===== src/rtl/bhs_pkg.sv =====
package bhs_pkg;
  localparam int unsigned STAT_W = 8;

  typedef struct packed {
    logic hold_rd;
    logic other_acc;
    logic plain_rd;
    logic isr_rd;
  } bhs_dec_t;
endpackage


===== src/rtl/bhs_decode.sv =====
module bhs_decode
  import bhs_pkg::*;
#(
  parameter int unsigned ADDR_W    = 8,
  parameter logic [ADDR_W-1:0] STAT_ADDR = 8'h10,
  parameter logic [ADDR_W-1:0] HOLD_ADDR = 8'h11,
  parameter logic [ADDR_W-1:0] ISR_ADDR  = 8'h12
) (
  input  logic [ADDR_W-1:0] addr_i,
  input  logic              rd_i,
  input  logic              wr_i,
  input  logic              port_sel_i,
  output bhs_dec_t          dec_o
);
  logic is_hold;
  logic acc;

  assign is_hold = port_sel_i || (addr_i == HOLD_ADDR);
  assign acc     = rd_i || wr_i;

  always_comb begin
    dec_o.hold_rd   = rd_i && is_hold;
    dec_o.other_acc = acc && !is_hold;
    dec_o.plain_rd  = rd_i && !port_sel_i && (addr_i == STAT_ADDR);
    dec_o.isr_rd    = rd_i && !port_sel_i && (addr_i == ISR_ADDR);
  end
endmodule


===== src/rtl/bhs_hold_gate.sv =====
module bhs_hold_gate (
  input  logic clk_i,
  input  logic rst_ni,
  input  logic hold_rd_i,
  input  logic other_acc_i,
  input  logic busy_req_i,
  output logic hold_o,
  output logic busy_o,
  output logic fall_o
);
  logic hold_q, hold_d;
  logic busy_q, busy_d;

  // the hold blocks a rise already in the cycle of the hold read
  assign hold_d = hold_rd_i || (hold_q && !other_acc_i);
  assign busy_d = busy_q ? busy_req_i : (busy_req_i && !hold_d);
  assign fall_o = busy_q && !busy_req_i;

  always_ff @(posedge clk_i or negedge rst_ni) begin
    if (!rst_ni) begin
      hold_q <= 1'b0;
      busy_q <= 1'b0;
    end else begin
      hold_q <= hold_d;
      busy_q <= busy_d;
    end
  end

  assign hold_o = hold_q;
  assign busy_o = busy_q;
endmodule


===== src/rtl/bhs_irq_agg.sv =====
module bhs_irq_agg
  import bhs_pkg::*;
#(
  parameter int unsigned N_CH = 4
) (
  input  logic              clk_i,
  input  logic              rst_ni,
  input  logic              busy_i,
  input  logic              fall_i,
  input  logic              isr_rd_i,
  input  logic              ichg_i,
  input  logic              timer_i,
  input  logic              mon_rdy_i,
  input  logic [N_CH-1:0]   chan_irq_i,
  input  logic [N_CH-1:0]   chan_mask_i,
  input  logic [3:0]        misc_mask_i,
  output logic              flag_o,
  output logic [STAT_W-1:0] stat_o
);
  logic       flag_q;
  logic       chan_any;
  logic [3:0] misc_src;
  logic       misc_any;

  // new transition wins over a same-cycle clear
  always_ff @(posedge clk_i or negedge rst_ni) begin
    if (!rst_ni)       flag_q <= 1'b0;
    else if (fall_i)   flag_q <= 1'b1;
    else if (isr_rd_i) flag_q <= 1'b0;
  end

  assign chan_any = |(chan_irq_i & chan_mask_i);
  assign misc_src = {mon_rdy_i, timer_i, ichg_i, flag_q};
  assign misc_any = |(misc_src & misc_mask_i);

  assign stat_o = {chan_any || misc_any, chan_any, mon_rdy_i, timer_i,
                   ichg_i, flag_q, 1'b0, busy_i};
  assign flag_o = flag_q;
endmodule


===== src/rtl/busy_hold_status.sv =====
module busy_hold_status
  import bhs_pkg::*;
#(
  parameter int unsigned ADDR_W    = 8,
  parameter int unsigned N_CH      = 4,
  parameter logic [ADDR_W-1:0] STAT_ADDR = 8'h10,
  parameter logic [ADDR_W-1:0] HOLD_ADDR = 8'h11,
  parameter logic [ADDR_W-1:0] ISR_ADDR  = 8'h12
) (
  input  logic              clk_i,
  input  logic              rst_ni,
  input  logic [ADDR_W-1:0] addr_i,
  input  logic              rd_i,
  input  logic              wr_i,
  input  logic              port_sel_i,
  input  logic              busy_req_i,
  input  logic              ichg_i,
  input  logic              timer_i,
  input  logic              mon_rdy_i,
  input  logic [N_CH-1:0]   chan_irq_i,
  input  logic [N_CH-1:0]   chan_mask_i,
  input  logic [3:0]        misc_mask_i,
  output logic [7:0]        rdata_o,
  output logic              busy_permit_o
);
  bhs_dec_t          dec_s;
  logic              hold_s, busy_s, fall_s, flag_s;
  logic [STAT_W-1:0] stat_s;
  logic [7:0]        rdata_q;
  logic              stat_hit;

  bhs_decode #(
    .ADDR_W(ADDR_W), .STAT_ADDR(STAT_ADDR),
    .HOLD_ADDR(HOLD_ADDR), .ISR_ADDR(ISR_ADDR)
  ) u_dec (
    .addr_i(addr_i), .rd_i(rd_i), .wr_i(wr_i),
    .port_sel_i(port_sel_i), .dec_o(dec_s)
  );

  bhs_hold_gate u_gate (
    .clk_i(clk_i), .rst_ni(rst_ni),
    .hold_rd_i(dec_s.hold_rd), .other_acc_i(dec_s.other_acc),
    .busy_req_i(busy_req_i),
    .hold_o(hold_s), .busy_o(busy_s), .fall_o(fall_s)
  );

  bhs_irq_agg #(.N_CH(N_CH)) u_agg (
    .clk_i(clk_i), .rst_ni(rst_ni),
    .busy_i(busy_s), .fall_i(fall_s), .isr_rd_i(dec_s.isr_rd),
    .ichg_i(ichg_i), .timer_i(timer_i), .mon_rdy_i(mon_rdy_i),
    .chan_irq_i(chan_irq_i), .chan_mask_i(chan_mask_i),
    .misc_mask_i(misc_mask_i),
    .flag_o(flag_s), .stat_o(stat_s)
  );

  assign stat_hit = dec_s.plain_rd || dec_s.hold_rd || dec_s.isr_rd;

  always_ff @(posedge clk_i or negedge rst_ni) begin
    if (!rst_ni)       rdata_q <= '0;
    else if (stat_hit) rdata_q <= stat_s;
    else if (rd_i)     rdata_q <= '0;
  end

  assign rdata_o       = rdata_q;
  assign busy_permit_o = busy_s;
endmodule


===== config.mk =====
export PLATFORM = sky130hd
export DESIGN_NAME = busy_hold_status
export DESIGN_NICKNAME = d
export VERILOG_FILES = /design/src/rtl/bhs_pkg.sv /design/src/rtl/bhs_decode.sv /design/src/rtl/bhs_hold_gate.sv /design/src/rtl/bhs_irq_agg.sv /design/src/rtl/busy_hold_status.sv
export SDC_FILE = /design/constraint.sdc
export NUM_CORES = 1
export LEC_CHECK = 0
export BUFFER_PORTS_ARGS = -buffer_cell sky130_fd_sc_hd__buf_2
export CAP_MARGIN = 40
export CORE_MARGIN = 3
export CORE_UTILIZATION = 30
export DETAILED_ROUTE_END_ITERATION = 10
export GPL_ROUTABILITY_DRIVEN = 0
export PLACE_DENSITY = 0.65
export SYNTH_ARGS = -nofsm -noshare
export SYNTH_HDL_FRONTEND = slang
export SYNTH_HIERARCHICAL = 1
export SYNTH_SLANG_ARGS = --single-unit

===== constraint.sdc =====
create_clock -name clk_i -period 2.25 [get_ports clk_i]
set_clock_uncertainty 0.2 [all_clocks]
set_input_delay 0.1125 -clock clk_i [delete_from_list [all_inputs] [get_ports clk_i]]
set_output_delay 0.1125 -clock clk_i [all_outputs]
set_load 0.005 [all_outputs]

==> impl_metrics.py <==
metrics = {
    "run_status": {
        "status": "finished clean",
    },
    "clocking": {
        "ctsHoldBuffers": 6,
        "clkSinkCount": 11,
        "cts_root_buffer": "clkbuf_4",
        "cts.path.max_buffers": 2,
        "cts_setup_buffers": 0,
        "clk_latency_ns": 0.26,
        "cts_buffers": 3,
        "cts_tree": "built",
        "htree_levels": 1,
        "cts_resized": 0,
        "clk_pin_slew_worst_paths_ns": 0.07,
    },
    "worst_setup_path": {
        "critPathMaxStageDelay_ns": 0.53,
        "worst-path-max-fanout": 2,
        "startpoint_type": "input pin",
        "critPathRequiredTime_ns": 2.20,
        "crit_chain": "dlygate4sd3_1 -> buf_2 -> a22o_1 -> a221oi_2 -> nand3_1 -> mux2_2",
        "setup.worst_path.class": "in2reg",
        "cp.arrival_ns": 1.54,
        "endpoint_kind": "flop",
        "crit_slowest_cell": "dlygate4sd3_1",
    },
    "die": {
        "io-pin-count": 38,
        "die_w_um": 52.7,
        "die_h_um": 52.7,
        "row_count": 16,
        "die_area_um2": 2770,
        "coreArea_um2": 2000,
        "start_util_pct": 32.6,
    },
    "route": {
        "vias": 536,
        "wirelength_um": 1380,
        "drt-vias-per-instance": 4.25,
        "drt_iter0_markers": 6,
        "dr.pass1.iters": 2,
        "drtAntennaViolNets": 0,
        "route.detailed.wl_per_inst_um": 11.0,
        "drcViolationCount": 0,
    },
    "flow_run": {
        "maxCapViolCount": 0,
    },
    "yosys": {
        "ys_warn_count": 6,
        "syn_area_per_cell_um2": 11.1,
        "synth_seq_cells": 11,
        "synth.area.top_cells": "dfrtp_1 (42%), mux2_2 (14%), nor2b_1 (9.6%), buf_4 (8.0%), nor4b_4 (3.6%)",
        "syn_inst": 59,
        "yosysSeqAreaShare_pct": 42.1,
        "syn_nets": 88,
        "synth.top_cell.area_share_pct": 42.1,
        "ys_types": 21,
        "synth_area_um2": 653,
        "synth_top_cell_by_area": "dfrtp_1",
    },
    "global_route": {
        "grt_usage_pct": 10.1,
        "grt_start_max_net_pins": 12,
        "overflow": 0,
        "grt_pass1_vias": 497,
        "grt_pass1_wl_um": 2100,
        "antenna_found_initial": 0,
    },
    "place": {
        "dp_slack_ns": 0.420,
        "dpl_cell_area_um2": 820,
        "place_inst": 116,
        "dpl.hpwl_um": 1070,
        "place.port_buffers": 37,
    },
    "timing": {
        "min_period_over_period_pct": 70.7,
        "setup_viol": 0,
        "rsz0062_at_grt": "false",
        "fmax_ghz": 0.629,
        "tns_ns": 0,
        "hold_viol": 0,
        "setup_slack_ns": 0.660,
        "fin_crit_ns": 1.59,
        "final-max-slew-violation-count": 0,
    },
    "power": {
        "leakage_nw": 0.456,
        "power_density_nw_per_um2": 505,
        "ir_drop_v": 0.000462,
    },
    "finish": {
        "syn_to_final_growth_pct": 38.7,
        "drive_gt1_share_pct": 51.5,
        "final_util_pct": 45.3,
        "register_area_um2": 275,
        "layout.cells.non_filler": 126,
        "multi_input_comb_area_um2": 314,
        "num-fill-cells": 201,
        "antennaDiodeCount": 0,
        "design_area_um2": 906,
        "finalNetCount": 129,
    },
    "min_path": {
        "hold_class": "in2reg",
    },
}
[synth_stat cells (all sizes together)]
library cell	count
dfrtp	11
nor2b	10
mux2	8
buf	7
inv	3
nor2	3
a22oi	2
nand3	2
a21o	1
a221oi	1
a22o	1
a41oi	1
conb	1
nand2	1
nand2b	1
nor3	1
nor4	1
nor4b	1
o21a	1
o21bai	1
o311a	1
[sequential cells by signal, indices dropped and copies added, names as in the netlist]
signal / cells
u_agg/flag_o: 1
u_gate/hold_o: 1
u_gate/busy_o: 1
rdata_o: 8
[cell type report]
class,instances,share of cell area [%]
Inverter,3,1.24
Timing Repair Buffer,43,27.1
Clock buffer,4,2.90
Tap cell,27,3.73
Sequential cell,11,30.4
Multi-Input combinational cell,38,34.7
[final timing paths]
path | startpoint | endpoint | slack, ns | depth (start not counted)
worst max-delay path | timer_i | rdata_o[7]$_DFFE_PN0P_ | 0.66 | 6
worst max register to register | u_agg/flag_o$_DFFE_PN0P_ | rdata_o[7]$_DFFE_PN0P_ | 0.88 | 3
min in group asynchronous | rst_ni | rdata_o[3]$_DFFE_PN0P_ | 0.04 | 2
worst min register to register | u_agg/flag_o$_DFFE_PN0P_ | u_agg/flag_o$_DFFE_PN0P_ | 0.34 | 1
max in group asynchronous | rst_ni | u_gate/hold_o$_DFF_PN0_ | 1.61 | 2
worst min-delay path | misc_mask_i[1] | rdata_o[7]$_DFFE_PN0P_ | 0.02 | 4
[power breakdown]
group | internal [mW] | total [mW] | switching, mW
Clock | 0.0686 | 0.133 | 0.0648
Sequential | 0.214 | 0.221 | 0.00739
Combinational | 0.0620 | 0.103 | 0.0410
[logic make-up (layout without fill, tap and decap cells)]
family / count (synthesis) / count (layout) / synth area share [%]
flip-flops: 11 / 11 / 42.1
multiplexers: 8 / 8 / 13.8
AND/OR/NAND/NOR: 20 / 20 / 21.5
other: 1 / 1 / 0.574
buffers and inverters: 10 / 50 / 9.77
AO/OA/AOI/OAI: 9 / 9 / 12.3
[critical path, delay by kind of cell]
| family | cells | cell delay [ns] |
|---|---|---|
| buf+inv | 2 | 0.66 |
| compound gates | 2 | 0.39 |
| mux | 1 | 0.27 |
| simple gates | 1 | 0.10 |
[routing by layer]
layer	vias to the layer above	routed length (um)	GRT usage [%]
li1	280	-	-
met1	240	627	13.1
met2	16	675	16.3
met3	0	80	2.56
met4	0	0	2.55
met5	-	0	0
[per-stage QoR]
| stage | power [mW] | hold WS, ns |
|---|---|---|
| after floorplan | 0.277 | -0.383 |
| after global placement | 0.321 | -0.206 |
| after detailed placement | 0.322 | -0.202 |
| after CTS | 0.465 | 0.0189 |
| after global routing | 0.486 | 0.0386 |
| final | 0.458 | 0.0249 |
[layout by cell type (no fill, tap or decap), drive strengths merged]
master,n
buf,37
dfrtp,11
nor2b,10
mux2,8
dlygate4sd3,6
clkbuf,4
inv,3
nor2,3
a22oi,2
nand3,2
nor3,1
nand2,1
a22o,1
a221oi,1
a21o,1
conb,1
nor4b,1
nor4,1
a41oi,1
o21a,1
o21bai,1
nand2b,1
o311a,1
No activity file was read; power rests on OpenSTA's default activity.
